## config.mk

```make
export PLATFORM = sky130hd
export DESIGN_NAME = chg_pwm_ctrl
export DESIGN_NICKNAME = d
export VERILOG_FILES = /design/src/rtl/chg_pkg.sv /design/src/rtl/chg_sync.sv /design/src/rtl/chg_cfg_regs.sv /design/src/rtl/chg_pwm_gen.sv /design/src/rtl/chg_supervisor.sv /design/src/rtl/chg_pwm_ctrl.sv
export SDC_FILE = /design/constraint.sdc
export NUM_CORES = 1
export LEC_CHECK = 0
export ABC_AREA = 1
export BUFFER_PORTS_ARGS = -buffer_cell sky130_fd_sc_hd__buf_4
export CAP_MARGIN = 40
export CORE_UTILIZATION = 56
export DETAILED_ROUTE_END_ITERATION = 8
export GPL_TIMING_DRIVEN = 0
export PLACE_DENSITY = 0.91
export SYNTH_ARGS = -nofsm -noshare
export SYNTH_HDL_FRONTEND = slang
export SYNTH_HIERARCHICAL = 1
export SYNTH_SLANG_ARGS = --single-unit
```

## constraint.sdc

```tcl
create_clock -name clk -period 1.4 [get_ports clk]
set_input_delay 0.21 -clock clk [delete_from_list [all_inputs] [get_ports clk]]
set_output_delay 0.21 -clock clk [all_outputs]
set_load 0.01 [all_outputs]
```

## src/rtl/chg_pkg.sv

```systemverilog
package chg_pkg;
  typedef enum logic [1:0] {
    CFG_DUTY = 2'd0,
    CFG_ILIM = 2'd1,
    CFG_TAPER = 2'd2,
    CFG_NONE = 2'd3
  } cfg_addr_e;

  // Bit positions of the synchronized level bundle
  localparam int LV_MODE   = 0;
  localparam int LV_VLIM   = 1;
  localparam int LV_OTEMP  = 2;
  localparam int LV_OVOLT  = 3;
  localparam int LV_UNPLUG = 4;
  localparam int LV_COUNT  = 5;
endpackage

```

## src/rtl/chg_sync.sv

```systemverilog
module chg_sync #(
  parameter int W      = 1,
  parameter int STAGES = 2
) (
  input  logic         clk,
  input  logic         rst,
  input  logic [W-1:0] d,
  output logic [W-1:0] q
);
  logic [STAGES-1:0][W-1:0] stg;

  always_ff @(posedge clk) begin
    if (rst) begin
      stg <= '0;
    end else begin
      stg[0] <= d;
      for (int i = 1; i < STAGES; i++) stg[i] <= stg[i-1];
    end
  end

  assign q = stg[STAGES-1];
endmodule

```

## src/rtl/chg_cfg_regs.sv

```systemverilog
module chg_cfg_regs
  import chg_pkg::*;
#(
  parameter int CNT_W    = 4,
  parameter int CODE_W   = 8,
  parameter int DUTY_RST = 10,
  parameter int ILIM_RST = 50,
  parameter int TAPER_RST = 10
) (
  input  logic              clk,
  input  logic              rst,
  input  logic              we,
  input  logic [1:0]        addr,
  input  logic [CODE_W-1:0] wdata,
  output logic [CNT_W-1:0]  duty,
  output logic [CODE_W-1:0] ilim,
  output logic [CODE_W-1:0] taper
);
  always_ff @(posedge clk) begin
    if (rst) begin
      duty  <= CNT_W'(DUTY_RST);
      ilim  <= CODE_W'(ILIM_RST);
      taper <= CODE_W'(TAPER_RST);
    end else if (we) begin
      case (addr)
        CFG_DUTY:  duty  <= wdata[CNT_W-1:0];
        CFG_ILIM:  ilim  <= wdata;
        CFG_TAPER: taper <= wdata;
        default: ;
      endcase
    end
  end

  AST_UNMAPPED_WRITE: assert property (@(posedge clk) disable iff (rst)
    (we && addr == CFG_NONE) |=> $stable({duty, ilim, taper}));
endmodule

```

## src/rtl/chg_pwm_gen.sv

```systemverilog
module chg_pwm_gen #(
  parameter int CNT_W = 4
) (
  input  logic             clk,
  input  logic             rst,
  input  logic [CNT_W-1:0] duty,
  output logic             pwm_raw,
  output logic             wrap
);
  localparam logic [CNT_W-1:0] CNT_LAST = '1;

  logic [CNT_W-1:0] cnt;

  always_ff @(posedge clk) begin
    if (rst) cnt <= '0;
    else     cnt <= cnt + 1'b1;
  end

  assign wrap    = (cnt == CNT_LAST);
  assign pwm_raw = (cnt < duty);

  AST_PERIOD_WRAP: assert property (@(posedge clk) disable iff (rst)
    (cnt == CNT_LAST) |=> (cnt == '0));
endmodule

```

## src/rtl/chg_supervisor.sv

```systemverilog
module chg_supervisor #(
  parameter int CODE_W       = 8,
  parameter int TERM_SAMPLES = 4
) (
  input  logic              clk,
  input  logic              rst,
  input  logic              cv_s,
  input  logic              vlim_s,
  input  logic              otemp_s,
  input  logic              ovolt_s,
  input  logic              unplug_s,
  input  logic              wrap,
  input  logic              smp_valid,
  output logic              smp_ready,
  input  logic [CODE_W-1:0] smp_code,
  input  logic [CODE_W-1:0] ilim,
  input  logic [CODE_W-1:0] taper,
  output logic              gate_en,
  output logic              full_q,
  output logic              fault_q,
  output logic              halted
);
  localparam int TC_W = $clog2(TERM_SAMPLES + 1);
  localparam logic [TC_W-1:0] TC_LAST = TC_W'(TERM_SAMPLES - 1);

  logic            over_i;
  logic [TC_W-1:0] tcnt;
  logic            take;
  logic            low_taper;

  assign halted    = full_q | fault_q;
  assign smp_ready = ~halted;
  assign take      = smp_valid & smp_ready;
  assign low_taper = cv_s & (smp_code <= taper);

  always_ff @(posedge clk) begin
    if (rst) begin
      over_i  <= 1'b0;
      gate_en <= 1'b0;
    end else begin
      if (take) over_i <= (smp_code > ilim);
      if (wrap) gate_en <= cv_s ? ~vlim_s : ~over_i;
    end
  end

  always_ff @(posedge clk) begin
    if (rst || unplug_s) begin
      tcnt    <= '0;
      full_q  <= 1'b0;
      fault_q <= 1'b0;
    end else begin
      if (otemp_s || ovolt_s) fault_q <= 1'b1;
      if (take) begin
        if (low_taper) begin
          if (tcnt == TC_LAST) begin
            full_q <= 1'b1;
            tcnt   <= '0;
          end else begin
            tcnt <= tcnt + 1'b1;
          end
        end else begin
          tcnt <= '0;
        end
      end
    end
  end

  AST_GATE_AT_WRAP: assert property (@(posedge clk) disable iff (rst)
    !wrap |=> $stable(gate_en));
  AST_FULL_NEEDS_CV: assert property (@(posedge clk) disable iff (rst)
    $rose(full_q) |-> $past(cv_s));
  AST_TAPER_BOUND: assert property (@(posedge clk) disable iff (rst)
    tcnt < TC_W'(TERM_SAMPLES));
  AST_FAULT_SOURCE: assert property (@(posedge clk) disable iff (rst)
    $rose(fault_q) |-> $past(otemp_s || ovolt_s));
  AST_FULL_STICKY: assert property (@(posedge clk) disable iff (rst)
    (full_q && !unplug_s) |=> full_q);
  AST_FAULT_STICKY: assert property (@(posedge clk) disable iff (rst)
    (fault_q && !unplug_s) |=> fault_q);
endmodule

```

## src/rtl/chg_pwm_ctrl.sv

```systemverilog
module chg_pwm_ctrl
  import chg_pkg::*;
#(
  parameter int CNT_W        = 4,
  parameter int CODE_W       = 8,
  parameter int SYNC_STAGES  = 2,
  parameter int TERM_SAMPLES = 4,
  parameter int DUTY_RST     = 10,
  parameter int ILIM_RST     = 50,
  parameter int TAPER_RST    = ILIM_RST / 5
) (
  input  logic              clk,
  input  logic              rst,
  input  logic              cfg_we,
  input  logic [1:0]        cfg_addr,
  input  logic [CODE_W-1:0] cfg_wdata,
  input  logic              adc_valid,
  output logic              adc_ready,
  input  logic [CODE_W-1:0] adc_code,
  input  logic              mode_sel_async,
  input  logic              vlim_async,
  input  logic              otemp_async,
  input  logic              ovolt_async,
  input  logic              unplug_async,
  output logic              pwm_out,
  output logic              cv_mode,
  output logic              batt_full,
  output logic              fault
);
  logic [LV_COUNT-1:0] lv_raw, lv_s;
  logic [CNT_W-1:0]    duty;
  logic [CODE_W-1:0]   ilim, taper;
  logic                pwm_raw, wrap, gate_en, halted;

  assign lv_raw[LV_MODE]   = mode_sel_async;
  assign lv_raw[LV_VLIM]   = vlim_async;
  assign lv_raw[LV_OTEMP]  = otemp_async;
  assign lv_raw[LV_OVOLT]  = ovolt_async;
  assign lv_raw[LV_UNPLUG] = unplug_async;

  chg_sync #(.W(LV_COUNT), .STAGES(SYNC_STAGES)) u_sync (
    .clk(clk), .rst(rst), .d(lv_raw), .q(lv_s)
  );

  chg_cfg_regs #(
    .CNT_W(CNT_W), .CODE_W(CODE_W), .DUTY_RST(DUTY_RST),
    .ILIM_RST(ILIM_RST), .TAPER_RST(TAPER_RST)
  ) u_cfg (
    .clk(clk), .rst(rst), .we(cfg_we), .addr(cfg_addr), .wdata(cfg_wdata),
    .duty(duty), .ilim(ilim), .taper(taper)
  );

  chg_pwm_gen #(.CNT_W(CNT_W)) u_pwm (
    .clk(clk), .rst(rst), .duty(duty), .pwm_raw(pwm_raw), .wrap(wrap)
  );

  chg_supervisor #(.CODE_W(CODE_W), .TERM_SAMPLES(TERM_SAMPLES)) u_sup (
    .clk(clk), .rst(rst),
    .cv_s(lv_s[LV_MODE]), .vlim_s(lv_s[LV_VLIM]),
    .otemp_s(lv_s[LV_OTEMP]), .ovolt_s(lv_s[LV_OVOLT]),
    .unplug_s(lv_s[LV_UNPLUG]), .wrap(wrap),
    .smp_valid(adc_valid), .smp_ready(adc_ready), .smp_code(adc_code),
    .ilim(ilim), .taper(taper),
    .gate_en(gate_en), .full_q(batt_full), .fault_q(fault), .halted(halted)
  );

  assign pwm_out = pwm_raw & gate_en & ~halted;
  assign cv_mode = lv_s[LV_MODE];
endmodule

```

# After elaboration in Yosys (flattened, before gate mapping)
# Cells that the tools add are included.
[totals]
inputBits = 27
output_inout_bits = 5
reg_bits = 41
word_cells = 38
[op_classes]
n_eq_ne = 4
muxes = 3
bitwise = 8
add_sub_neg = 2
reduce_logical = 7
order_cmp = 3
[op_table]
columns = ["cell", "count"]
rows = [
  ["$gt A8 B8 Y1", 1],
  ["$le A8 B8 Y1", 1],
  ["$mux W3", 2],
  ["$reduce_and A2 Y1", 3],
  ["$add A4 B1 Y4 const B", 1],
  ["$and A1 B1 Y1", 4],
  ["$eq A4 B4 Y1 const B", 1],
  ["$lt A4 B4 Y1", 1],
  ["$add A3 B1 Y3 const B", 1],
  ["$eq A3 B2 Y1 const B", 1],
  ["$not A1 Y1", 3],
  ["$reduce_and A3 Y1", 1],
  ["$eq A2 B1 Y1 const B", 1],
  ["$eq A2 B2 Y1 const B", 1],
  ["$logic_not A2 Y1", 1],
  ["$logic_or A1 B1 Y1", 2],
  ["$mux W1", 1],
  ["$or A1 B1 Y1", 1],
]

# Logic depth before layout (Yosys ltp)
# Gate-level depths: netlist of the first run.
[depth]
word_depth = 4
mapped_depth = 12
mapped_depth_nobuf = 12

# Modules after synthesis
# Netlist of the first run, hierarchy kept.
[by_module_without_submodules]
columns = ["module", "cells_per_inst", "n_inst", "area_per_inst_um2"]
rows = [
  ["chg_cfg_regs", 118, 1, 833.3],
  ["chg_supervisor", 108, 1, 730.7],
  ["chg_sync", 36, 1, 324.1],
  ["chg_pwm_gen", 32, 1, 242.7],
  ["chg_pwm_ctrl", 2, 1, 10.0],
]

# Worst setup path after synthesis of the first run
# Ideal clock, no wire load.
[synth_path]
kind = "register to output"
start = "register u_cfg.duty[3]"
end = "output port pwm_out"
path_buffers = 0
path_slack_ns = 0.108
required_time_ns = 1.190
arrival_time_ns = 1.082
path_stages_with_launch = 7
cell_sequence = "dfxtp_1 -> inv_1 -> ha_1 -> a21o_1 -> a21oi_2 -> nand2_1 -> nor2_2"
[synth_via]
elab_chain_len = 3
[synth_lines]
columns = ["item", "line_no", "source"]
rows = [
  ["start: declaration", "chg_cfg_regs.sv:15", "output logic [CNT_W-1:0] duty,"],
  ["start signal: assignment", "chg_cfg_regs.sv:21", "duty <= CNT_W'(DUTY_RST);"],
  ["start signal: assignment", "chg_cfg_regs.sv:26", "CFG_DUTY: duty <= wdata[CNT_W-1:0];"],
  ["$lt A4 B4 Y1", "chg_pwm_gen.sv:20", "assign pwm_raw = (cnt < duty);"],
  ["via pwm_raw", "chg_pwm_ctrl.sv:33", "logic pwm_raw, wrap, gate_en, halted;"],
  ["$and A1 B1 Y1 (2 in a row)", "chg_pwm_ctrl.sv:67", "assign pwm_out = pwm_raw & gate_en & ~halted;"],
  ["end: declaration", "chg_pwm_ctrl.sv:25", "output logic pwm_out,"],
]
# The timed path passes the listed nets, and every way through them passes these cells.

# Worst setup path after layout of the first run
# Ends and elaborated chain as after synthesis.

==> metrics.log, run 1 <==
INFO  metric power_frac_seq = 45.4%
INFO  metric cts-buffers-inserted = 5
INFO  metric filler_cell_count = 221
INFO  metric synth-adder-area-share = 12.3%
INFO  metric placement.cell_area = 2430 um^2
INFO  metric io_pins = 32
INFO  metric share_of_synthesized_area_occupied_by_flip_flops_and_latches = 38.3%
INFO  metric via_count = 2018
INFO  metric timing.rr.start = u_cfg/taper[5]$_SDFFE_PP0P_
INFO  metric tightest_slew = 409 ps
INFO  metric place_congestion = 0.854
INFO  metric hold_path_depth = 3
INFO  metric grtUsageTotal = 26.8%
INFO  metric required = 1190 ps
INFO  metric nets_finish = 384
INFO  metric slew_headroom = 72.6%
INFO  metric fp.coreArea = 3660 um^2
INFO  metric horiz_die_dim = 63.8 um
INFO  metric cp_max_fo = 2
INFO  metric hold_path.class = primary input to flop
INFO  metric max_clk_rate = 590 MHz
INFO  metric worstSetupStartpointType = flop
INFO  metric synthesis.instances = 296
INFO  metric yosysUniqueCellTypes = 23
INFO  metric antennaDiodeCount = 0
INFO  metric switching_share = 26.9%
INFO  metric antenna_left = 0
INFO  metric ys_async_sr_fraction = 0%
INFO  metric clock_power_share = 35.8%
INFO  metric grt_first_pass_wirelength = 8310 um
INFO  metric clk_latency = 300 ps
INFO  metric synth-xor-area-share = 0%
INFO  metric post_synth_instance_area = 2140 um^2
INFO  metric post_synth.cell_area_avg = 7.23 um^2
INFO  metric clock_sinks = 41
INFO  metric share_comb_of_total_power = 18.8%
INFO  metric grt_start_max_net_pins = 14
INFO  metric total_switching_power = 753 uW
INFO  metric globalRoute.totalOverflow = 0
INFO  metric setup_crit_path_kind = flop to primary output
INFO  metric htree_num_levels = 2
INFO  metric remaining_drc_errors = 0
INFO  metric placement_rows = 22
INFO  metric post_synthesis_net_count = 344
INFO  metric synth-edff-count = 0
INFO  metric ctsHoldBuffers = 0
INFO  metric fin_hold_ws = 106 ps
INFO  metric slowest_stage = sky130_fd_sc_hd__dfxtp_2
INFO  metric slew_violations = 0
INFO  metric post-route-period-util = 121%
INFO  metric leakage = 0.00138 uW
INFO  metric violations = setup timing
INFO  metric path_cells = inv_2 -> ha_4 -> a21o_1 -> a21oi_2 -> nand2_1 -> nor2_2 -> buf_4
INFO  metric cts.clk_slew.worst_paths = 80 ps
INFO  metric hold_fails_final_rpt = 0
INFO  metric critical-path-max-stage-delay = 340 ps
INFO  metric crit_path_start = u_cfg/duty[3]$_SDFFE_PP1P_
INFO  metric vias_per_cell = 5.24
INFO  metric cts_root_buf = sky130_fd_sc_hd__clkbuf_8
INFO  metric ys_seq_elements = 41
INFO  metric arrival = 1480 ps
INFO  metric power_density = 985 nW/um^2
INFO  metric yosys_warnings = 6
INFO  metric drive_gt1_share = 37.4%
INFO  metric synth_top_family_by_area = simple AND/OR/NAND/NOR gates
INFO  metric first_global_vias = 1904
INFO  metric setup_total_negative_slack = -541 ps
INFO  metric ctsLongestPathBuffers = 2
INFO  metric grt_setup_unrepaired = yes
INFO  metric yosys-mux-area-fraction = 0%
INFO  metric finalWorstPathRequiredPeriod = 1690 ps
INFO  metric initial_utilization = 58.5%
INFO  metric run_status = finished with violations
INFO  metric number_of_buffer_cells_added_on_primary_ports = 31
INFO  metric reg2reg_setup_slack = -80 ps
INFO  metric first_iter_violations = 124
INFO  metric worst_flop_to_flop_path_endpoint = u_sup/tcnt[2]$_SDFFE_PP0P_
INFO  metric grt_antenna_before_repair = 0
INFO  metric synth_commonest_cells = sky130_fd_sc_hd__inv_1 (58), sky130_fd_sc_hd__nand2_1 (56), sky130_fd_sc_hd__nor2_1 (47)
INFO  metric synth_compound_gate_area_share = 5.55%
INFO  metric die-area = 4070 um^2
INFO  metric cts_tree = yes
INFO  metric post_drt_wl_per_cell = 15.5 um
INFO  metric worst_case_hold_path_end_point = u_sync/stg[0]$_SDFF_PP0_
INFO  metric cap_violations = 0
INFO  metric area_growth_syn_to_fin = 32.4%
INFO  metric dominantRegCellSynth = sky130_fd_sc_hd__dfxtp_1
INFO  metric die_height = 63.8 um
INFO  metric r2r.worst_path.cells = 8
INFO  metric worst_setup_ep_type = primary output
INFO  metric timing.clock.skew = 3.96 ps
INFO  metric synth_most_common_cell = sky130_fd_sc_hd__inv_1
INFO  metric synthDominantAreaCellType = sky130_fd_sc_hd__dfxtp_1
INFO  metric holdCritStartpoint = mode_sel_async
INFO  metric synth_simple_gate_area_share = 29.3%
INFO  metric detailedRoute.firstPassIterationCount = 4
INFO  metric synth.top_cells.by_area = sky130_fd_sc_hd__dfxtp_1 (38%), sky130_fd_sc_hd__ha_1 (12%), sky130_fd_sc_hd__inv_1 (10%)
INFO  metric layout_cell_area_excl_fill = 2830 um^2
INFO  metric peakVddDrop = 0.000686 V
INFO  metric setup-violations-final = 5
INFO  metric final_routed_wirelength = 5950 um
INFO  metric half_perimeter_wire_length_after_placement = 3220 um
INFO  metric internal_power = 2040 uW
INFO  metric setup_ws = -294 ps
INFO  metric synth_largest_type_area_fraction = 38.3%
==> metrics by stage <==
| step | worst slack [ps] | util (%) | total power [uW] | instances |
|---|---|---|---|---|
| final | -294 | 77.4 | 2790 | 385 |
| after global placement | -28.3 | 66.5 | 1650 | 375 |
| after floorplan | 108 | - | 1520 | 296 |
| after detailed placement | -56.8 | 66.5 | 1670 | 375 |
| after global routing | -367 | 77.4 | 2910 | 385 |
| after CTS | -268 | 72.3 | 2680 | 384 |
==> layout make-up <==
cell class / count / area (um^2) / share of cell area [%]
tap: 48 / 60.1 / 2.12
inverter: 60 / 225 / 7.95
sequential: 41 / 843 / 29.8
buffer: 11 / 86.3 / 3.05
timing repair buffer: 33 / 248 / 8.74
clock inverter: 2 / 37.5 / 1.32
clock buffer: 6 / 82.6 / 2.91
multi-input combinational: 184 / 1250 / 44.2
==> routing by layer <==
metal | track usage, % | vias to the layer above | routed length, um
met4 | 11.6 | 0 | 136
li1 | - | 982 | -
met3 | 6.25 | 21 | 251
met1 | 30.1 | 949 | 2480
met2 | 47.9 | 66 | 3080
met5 | 0 | - | 0
==> kinds of logic (layout without fill, tap and decap cells) <==
family / count (synthesis) / after routing
buffers and inverters: 71 / 112
DFF: 41 / 41
adders and majority gates: 21 / 21
AOI/OAI and AO/OA: 21 / 21
and+or+nand+nor: 142 / 142
==> worst max path at each step <==
| stage | end | depth (start not counted) | slack (ps) |
|---|---|---|---|
| detailed placement | pwm_out | 7 | -60 |
| global placement | pwm_out | 7 | -30 |
| global route | pwm_out | 7 | -370 |
| CTS | pwm_out | 7 | -270 |
| floorplan | pwm_out | 6 | 110 |
| finish | pwm_out | 7 | -290 |
==> critical path, delay by kind of cell (launching register included) <==
| kind | cells | cell delay, ps |
|---|---|---|
| simple gates | 2 | 170 |
| buf+inv | 2 | 170 |
| compound gates | 2 | 300 |
| flops | 1 | 340 |
| fa+ha+maj | 1 | 210 |
==> sequential cells by signal, summed over array words and instances (netlist names) <==
name and cells:
u_pwm/cnt 4, u_cfg/ilim 8, u_sup/fault_q 1, u_sup/tcnt 3
u_cfg/taper 8, u_sup/gate_en 1, u_cfg/duty 4, u_sync/q 5
u_sup/over_i 1, u_sync/stg 5, u_sup/full_q 1
==> what timing repair did <==
item	CTS	global route
endpoints found under the hold margin	0	0
gates resized for setup	23	38
setup endpoints to repair	6	6
pin swaps	15	19
buffers inserted	1	1
==> cell usage in the layout, fill, tap and decap left out <==
cell type | netlist | routed
sky130_fd_sc_hd__nor2_1 | 47 | 47
sky130_fd_sc_hd__dfxtp_1 | 41 | 23
sky130_fd_sc_hd__o211ai_1 | 1 | 1
sky130_fd_sc_hd__dfxtp_2 | 0 | 18
sky130_fd_sc_hd__a21oi_1 | 14 | 6
sky130_fd_sc_hd__a21oi_2 | 1 | 9
sky130_fd_sc_hd__bufinv_16 | 0 | 1
sky130_fd_sc_hd__buf_2 | 3 | 3
sky130_fd_sc_hd__ha_1 | 21 | 8
sky130_fd_sc_hd__nand3_1 | 18 | 13
sky130_fd_sc_hd__nor3_1 | 2 | 1
sky130_fd_sc_hd__inv_2 | 2 | 8
sky130_fd_sc_hd__buf_6 | 3 | 3
sky130_fd_sc_hd__nor3b_2 | 1 | 1
sky130_fd_sc_hd__nand3_2 | 2 | 7
sky130_fd_sc_hd__o21ai_0 | 2 | 1
sky130_fd_sc_hd__nor2_2 | 3 | 3
sky130_fd_sc_hd__clkinvlp_4 | 0 | 1
sky130_fd_sc_hd__ha_4 | 0 | 13
sky130_fd_sc_hd__o21a_1 | 1 | 1
sky130_fd_sc_hd__clkbuf_8 | 0 | 6
sky130_fd_sc_hd__nand2_1 | 56 | 48
sky130_fd_sc_hd__inv_1 | 58 | 52
sky130_fd_sc_hd__nor3_2 | 2 | 3
sky130_fd_sc_hd__a21o_1 | 2 | 2
sky130_fd_sc_hd__nand2_2 | 4 | 12
sky130_fd_sc_hd__o21ai_1 | 0 | 1
sky130_fd_sc_hd__buf_4 | 5 | 38
sky130_fd_sc_hd__nand4_1 | 7 | 7
==> power groups by stage <==
stage | sequential, uW | combinational, uW | clock [uW]
3_5_place_dp | 1280 | 388 | 0
5_1_grt | 1270 | 571 | 1060
6_report | 1270 | 525 | 999
4_1_cts | 1260 | 422 | 1000
3_3_place_gp | 1280 | 366 | 0
2_1_floorplan | 1270 | 246 | 0
Note: power is estimated with default switching activity, not from simulation.
==> inputs of run 2 (changes only) <==
- CORE_MARGIN: default -> 3
==> run 2 against run 1 <==
The flow still finishes with violations (setup timing); worst setup slack improved by 44 ps; clock-buffer cell count unchanged; maximum frequency increased by 2.6%; core utilization decreased by 0.25 points; sequential cell count unchanged.
==> metrics.log, run 2 (synthesis gave the netlist of run 1 again) <==
INFO  metric cts-buffers-inserted = 5 (unchanged)
INFO  metric fp.coreArea = 3490 um^2 (-4.5%)
INFO  metric antennaDiodeCount = 0 (unchanged)
INFO  metric horiz_die_dim = 67.8 um (+6.3%)
INFO  metric holdCritStartpoint = vlim_async
INFO  metric timing.clock.skew = 4.17 ps (+0.203 ps)
INFO  metric detailedRoute.firstPassIterationCount = 4 (unchanged)
INFO  metric die-area = 4600 um^2 (+13%)
INFO  metric required = 1190 ps (about the same)
INFO  metric path_buf_inv = 2 (unchanged)
INFO  metric number_of_buffer_cells_added_on_primary_ports = 31 (unchanged)
INFO  metric layout_cell_area_excl_fill = 2700 um^2 (-4.9%)
INFO  metric setup_ws = -251 ps (+43.6 ps)
INFO  metric grt_start_max_net_pins = 14 (unchanged)
INFO  metric ctsHoldBuffers = 0 (unchanged)
INFO  metric reg2reg_setup_slack = 20 ps (+100 ps)
INFO  metric worst_case_hold_path_end_point = u_sync/stg[1]$_SDFF_PP0_
INFO  metric slew_headroom = 73.2% (+0.59 points)
INFO  metric timing.rr.start = u_cfg/ilim[7]$_SDFFE_PP0P_
INFO  metric detailedPlace.worstSlack = -40.1 ps (+16.6 ps)
INFO  metric grt_setup_unrepaired = yes
INFO  metric post-route-period-util = 118% (-3.1 points)
INFO  metric r2r.worst_path.cells = 7 (-1)
INFO  metric clock_sinks = 41 (unchanged)
INFO  metric area_growth_syn_to_fin = 25.9%
INFO  metric finalWorstPathRequiredPeriod = 1650 ps (-43.6 ps)
INFO  metric slowest_stage = sky130_fd_sc_hd__dfxtp_2
INFO  metric max_clk_rate = 606 MHz (+2.6%)
INFO  metric worst_setup_ep_type = primary output
INFO  metric final_routed_wirelength = 4570 um (-23%)
INFO  metric cp_max_fo = 2 (unchanged)
INFO  metric half_perimeter_wire_length_after_placement = 3240 um (+0.60%)
INFO  metric layout_commonest_cell = sky130_fd_sc_hd__nand2_1
INFO  metric grt_antenna_before_repair = 0 (unchanged)
INFO  metric slew_violations = 0 (unchanged)
INFO  metric crit_path_start = u_cfg/duty[3]$_SDFFE_PP1P_
INFO  metric post_layout_power = 2520 uW (-9.7%)
INFO  metric worstSetupStartpointType = flop
INFO  metric ctsLongestPathBuffers = 2 (unchanged)
INFO  metric vias_per_cell = 5.01 (-4.5%)
INFO  metric critical-path-top-delay-family = flip-flops
INFO  metric run_status = finished with violations
INFO  metric power_density = 935 nW/um^2 (-5.1%)
INFO  metric worst_flop_to_flop_path_endpoint = u_sup/over_i$_SDFFE_PP0P_
INFO  metric first_global_vias = 1741 (-8.6%)
INFO  metric layout_top_registers = u_cfg/ilim x8, u_cfg/taper x8
INFO  metric cts.clk_slew.worst_paths = 80 ps (about the same)
INFO  metric hold_fails_final_rpt = 0 (unchanged)
INFO  metric clk_latency = 300 ps (about the same)
INFO  metric cap_violations = 0 (unchanged)
INFO  metric hold_path_depth = 3 (unchanged)
INFO  metric first_iter_violations = 147 (+19%)
INFO  metric hold_path.class = primary input to flop
INFO  metric critical-path-max-stage-delay = 340 ps (about the same)
INFO  metric most-common-layout-cells = sky130_fd_sc_hd__nand2_1 (54), sky130_fd_sc_hd__inv_1 (51), sky130_fd_sc_hd__nor2_1 (47)
INFO  metric numPlacedInstances = 373 (-0.53%)
INFO  metric peakVddDrop = 0.000751 V (+9.4%)
INFO  metric htree_num_levels = 2 (unchanged)
INFO  metric setup-violations-final = 1 (-4)
INFO  metric fin_cells = 384 (-0.26%)
INFO  metric post_drt_wl_per_cell = 11.9 um (-23%)
INFO  metric cts_tree = yes
INFO  metric nets_finish = 385 (+0.26%)
INFO  metric cts_root_buf = sky130_fd_sc_hd__clkbuf_8
INFO  metric violations = setup timing
INFO  metric globalRoute.totalOverflow = 0 (unchanged)
INFO  metric initial_utilization = 61.3% (+2.8 points)
INFO  metric arrival = 1440 ps (-40 ps)
INFO  metric io_pins = 32 (unchanged)
INFO  metric placement_rows = 21 (-4.5%)
INFO  metric setup_crit_path_kind = flop to primary output
INFO  metric remaining_drc_errors = 0 (unchanged)
INFO  metric grt_first_pass_wirelength = 7280 um (-12%)
INFO  metric place_congestion = 0.824 (-3.6%)
INFO  metric path_cells = inv_2 -> ha_4 -> a21o_1 -> a21oi_2 -> nand2_1 -> nor2_2 -> buf_4
INFO  metric tightest_slew = 400 ps (-8.78 ps)
INFO  metric drive_gt1_share = 30.8% (-6.6 points)
INFO  metric die_height = 67.8 um (+6.3%)
INFO  metric antenna_left = 0 (unchanged)
INFO  metric leakage = 0.00138 uW (-0.31%)
INFO  metric via_count = 1922 (-4.8%)
INFO  metric grtUsageTotal = 21.3% (-5.5 points)
INFO  metric placement.cell_area = 2430 um^2 (-0.10%)
==> run 2: worst max path at each step <==
| stage | end | slack, ps | cells after the start |
|---|---|---|---|
| finish | pwm_out | -250 | 7 |
| global route | pwm_out | -300 | 7 |
| CTS | pwm_out | -270 | 7 |
| detailed placement | pwm_out | -40 | 7 |
| global placement | pwm_out | -30 | 7 |
| floorplan | pwm_out | 110 | 6 |
==> run 2: final cells by class <==
class / count / area [um^2]
clock buffer: 6 / 82.6
inverter: 60 / 225
sequential: 41 / 837
tap: 46 / 57.6
buffer: 11 / 86.3
clock inverter: 2 / 13.8
fill: 236 / 798
multi-input combinational: 184 / 1140
timing repair buffer: 34 / 255
==> run 2: worst register-to-register path: stages, from the launching register on <==
cell and delay (ps):
sky130_fd_sc_hd__dfxtp_1 340, sky130_fd_sc_hd__inv_1 50, sky130_fd_sc_hd__ha_1 320, sky130_fd_sc_hd__nand2_2 100, sky130_fd_sc_hd__nor3_2 200, sky130_fd_sc_hd__nand3_1 90, sky130_fd_sc_hd__nand3_1 120, sky130_fd_sc_hd__a21oi_2 60
==> run 2: per-stage QoR <==
step / TNS (ps) / util, % / hold WS (ps)
6_report: -251 / 77.2 / 102
5_1_grt: -564 / 77.2 / 105
4_1_cts: -270 / 74.5 / 95.2
3_5_place_dp: -78.2 / 69.6 / 393
3_3_place_gp: -30.5 / 69.6 / 390
2_1_floorplan: 0 / - / 277
==> run 2: where the power goes <==
part | switching, uW | total (uW) | internal (uW) | leakage (uW)
Clock | 408 | 807 | 399 | 0.0000512
Combinational | 245 | 451 | 206 | 0.000986
Sequential | 36.1 | 1260 | 1230 | 0.000339
==> run 2: repair_timing <==
| item | in CTS | in global routing |
|---|---|---|
| setup buffers | 2 | 1 |
| endpoints found under the setup margin | 5 | 6 |
| resized for setup | 15 | 22 |
| pin swaps | 10 | 14 |
==> run 2: metal layers <==
layer	share of wire (%)	track usage [%]	routed length, um	up-vias
met5	0	0	0	-
met4	1.1	9.68	48	0
met3	7.4	3.94	339	8
met2	48	34.8	2190	51
met1	44	27.4	1990	874
li1	-	-	-	989
==> inputs of run 3 (changes only) <==
- ABC_CLOCK_PERIOD_IN_PS: default -> 1400
- CORE_ASPECT_RATIO: default -> 0.5
- SKIP_LAST_GASP: default -> 1
==> run 3 against run 2 <==
Clock skew rose by 4.2 ps; combinational power rose by 2%; highest routed layer unchanged; clock power rose by 20%; first-iteration DRC count fell by 16%; the run still ends with setup timing left; cell count rose by 1.0%; maximum frequency fell by 1.7%.
==> metrics.log, run 3 (synthesis gave the netlist of run 1 again) <==
INFO  metric antennaDiodeCount = 0 (unchanged)
INFO  metric ctsLongestPathBuffers = 2 (unchanged)
INFO  metric most-common-layout-cells = sky130_fd_sc_hd__nand2_1 (51), sky130_fd_sc_hd__inv_1 (51), sky130_fd_sc_hd__nor2_1 (47)
INFO  metric setup_total_negative_slack = -279 ps (-27.9 ps)
INFO  metric clock_sinks = 41 (unchanged)
INFO  metric placement_rows = 15 (-29%)
INFO  metric timing.clock.skew = 8.33 ps (+4.16 ps)
INFO  metric cts_root_buf = sky130_fd_sc_hd__clkbuf_8
INFO  metric arrival = 1470 ps (+30 ps)
INFO  metric cts-buffers-inserted = 5 (unchanged)
INFO  metric cts.clk_slew.worst_paths = 80 ps (about the same)
INFO  metric htree_num_levels = 2 (unchanged)
INFO  metric io_pins = 32 (unchanged)
INFO  metric total_switching_power = 721 uW (+4.6%)
INFO  metric setup_crit_path_kind = flop to primary output
INFO  metric path_cells = inv_2 -> ha_4 -> a21o_1 -> a21oi_2 -> nand2_1 -> nor2_2 -> buf_4
INFO  metric violations = setup timing
INFO  metric place_congestion = 0.836 (+1.5%)
INFO  metric critical-path-top-delay-family = flip-flops
INFO  metric horiz_die_dim = 93.4 um (+38%)
INFO  metric required = 1190 ps (about the same)
INFO  metric worst_setup_ep_type = primary output
INFO  metric drive_gt1_share = 32.0% (+1.3 points)
INFO  metric fp.coreArea = 3550 um^2 (+1.5%)
INFO  metric globalRoute.totalOverflow = 0 (unchanged)
INFO  metric finalWorstPathRequiredPeriod = 1680 ps (+27.9 ps)
INFO  metric setup-violations-final = 1 (unchanged)
INFO  metric holdCritStartpoint = otemp_async
INFO  metric initial_utilization = 60.4% (-0.91 points)
INFO  metric cp_max_fo = 2 (unchanged)
INFO  metric hold_path.class = primary input to flop
INFO  metric power_density = 979 nW/um^2 (+4.7%)
INFO  metric post-route-period-util = 120% (+2.0 points)
INFO  metric max_clk_rate = 596 MHz (-1.7%)
INFO  metric internal_power = 1970 uW (+7.5%)
INFO  metric path_buf_inv = 2 (unchanged)
INFO  metric layout_top_registers = u_cfg/ilim x8, u_cfg/taper x8
INFO  metric tightest_slew = 414 ps (+13.2 ps)
INFO  metric detailedRoute.firstPassIterationCount = 4 (unchanged)
INFO  metric cap_violations = 0 (unchanged)
INFO  metric ctsHoldBuffers = 0 (unchanged)
INFO  metric hold_fails_final_rpt = 0 (unchanged)
INFO  metric post_layout_power = 2690 uW (+6.7%)
INFO  metric critical-path-max-stage-delay = 340 ps (about the same)
INFO  metric leakage = 0.00138 uW (about the same)
INFO  metric filler_cell_count = 221 (-6.4%)
INFO  metric number_of_buffer_cells_added_on_primary_ports = 31 (unchanged)
INFO  metric cts_tree = yes
INFO  metric multiInputGateArea = 1170 um^2 (+3.0%)
INFO  metric antenna_left = 0 (unchanged)
INFO  metric final_routed_wirelength = 4960 um (+8.6%)
INFO  metric slew_violations = 0 (unchanged)
INFO  metric half_perimeter_wire_length_after_placement = 3320 um (+2.6%)
INFO  metric run_status = finished with violations
INFO  metric setup_ws = -279 ps (-27.9 ps)
INFO  metric share_comb_of_total_power = 17.1% (-0.8 points)
INFO  metric nets_finish = 384 (-0.26%)
INFO  metric first_iter_violations = 124 (-16%)
INFO  metric die_height = 49.7 um (-27%)
INFO  metric worstSetupStartpointType = flop
INFO  metric grt_antenna_before_repair = 0 (unchanged)
INFO  metric slowest_stage = sky130_fd_sc_hd__dfxtp_2
INFO  metric die-area = 4650 um^2 (+0.98%)
INFO  metric clock_power_share = 35.9% (+3.9 points)
INFO  metric slew_headroom = 72.3% (-0.88 points)
INFO  metric post_drt_wl_per_cell = 12.8 um (+7.5%)
INFO  metric first_global_vias = 1854 (+6.5%)
INFO  metric layout.area.seq = 840 um^2 (+0.30%)
INFO  metric crit_path_start = u_cfg/duty[3]$_SDFFE_PP1P_
INFO  metric grtUsageTotal = 21.3% (about the same)
INFO  metric area_growth_syn_to_fin = 28.3%
INFO  metric power_frac_seq = 47.0% (-3.1 points)
INFO  metric grt_start_max_net_pins = 15 (+1)
INFO  metric timing.rr.start = u_cfg/taper[4]$_SDFFE_PP0P_
INFO  metric clk_latency = 300 ps (about the same)
INFO  metric fin_hold_ws = 110 ps (+7.75 ps)
INFO  metric remaining_drc_errors = 0 (unchanged)
INFO  metric grt_first_pass_wirelength = 7810 um (+7.3%)
INFO  metric peakVddDrop = 0.000845 V (+13%)
INFO  metric via_count = 1954 (+1.7%)
INFO  metric switching_share = 26.8% (-0.53 points)
INFO  metric vias_per_cell = 5.04 (+0.62%)
INFO  metric grt_setup_unrepaired = yes
==> run 3: power groups by stage <==
stage	clock, uW	sequential (uW)	combinational, uW
floorplan	0	1270	246
global route	1030	1270	515
finish	967	1260	460
global placement	0	1280	362
detailed placement	0	1280	386
CTS	974	1260	407
==> run 3: cell type report <==
class / count / area share, %
well taps: 51 / 2.32
clock buffers: 5 / 2.50
flip-flops and latches: 41 / 30.6
repair buffers: 33 / 9.02
clock inverters: 3 / 1.59
multi-input cells: 184 / 42.7
inverters: 60 / 8.20
plain buffers: 11 / 3.14
==> run 3: final timing paths <==
kind	cells past startpoint	to	slack (ps)
hold reg to reg	2	u_sync/q[3]$_SDFF_PP0_	410
setup / recovery	7	pwm_out	-280
setup reg to reg	8	u_sup/tcnt[1]$_SDFFE_PP0P_	20
hold / removal	3	u_sync/stg[2]$_SDFF_PP0_	110
==> run 3: repair_timing <==
item / 4_1_cts / 5_1_grt
setup endpoints to repair: 4 / 6
buffers inserted: 1 / 1
gates resized for setup: 23 / 20
pin swaps: 18 / 12
==> run 3: worst reg2reg max path, cell delays in order, from the launching register on <==
cell and delay [ps]:
sky130_fd_sc_hd__dfxtp_1 330, sky130_fd_sc_hd__inv_1 50, sky130_fd_sc_hd__ha_1 270, sky130_fd_sc_hd__nand2_1 60
sky130_fd_sc_hd__nor2_2 130, sky130_fd_sc_hd__nand4_1 110, sky130_fd_sc_hd__nand2_2 140, sky130_fd_sc_hd__nand3_1 90
sky130_fd_sc_hd__a21oi_1 130
==> run 3: metal layers <==
layer,GRT usage (%),vias to the layer above,wire length (um)
met5,0,-,0
met4,7.54,0,157
met3,5.18,16,340
met2,39.3,81,2450
met1,24.0,870,2010
li1,-,987,-
==> run 3: per-stage QoR <==
step	setup WS (ps)	utilization (%)	instances	instance area, um^2
6_report	-279	77.5	388	2750
5_1_grt	-353	77.5	388	2750
4_1_cts	-290	74.6	387	2650
3_5_place_dp	-50.9	68.7	378	2440
3_3_place_gp	-11.3	68.7	378	2440
2_1_floorplan	108	-	296	2140
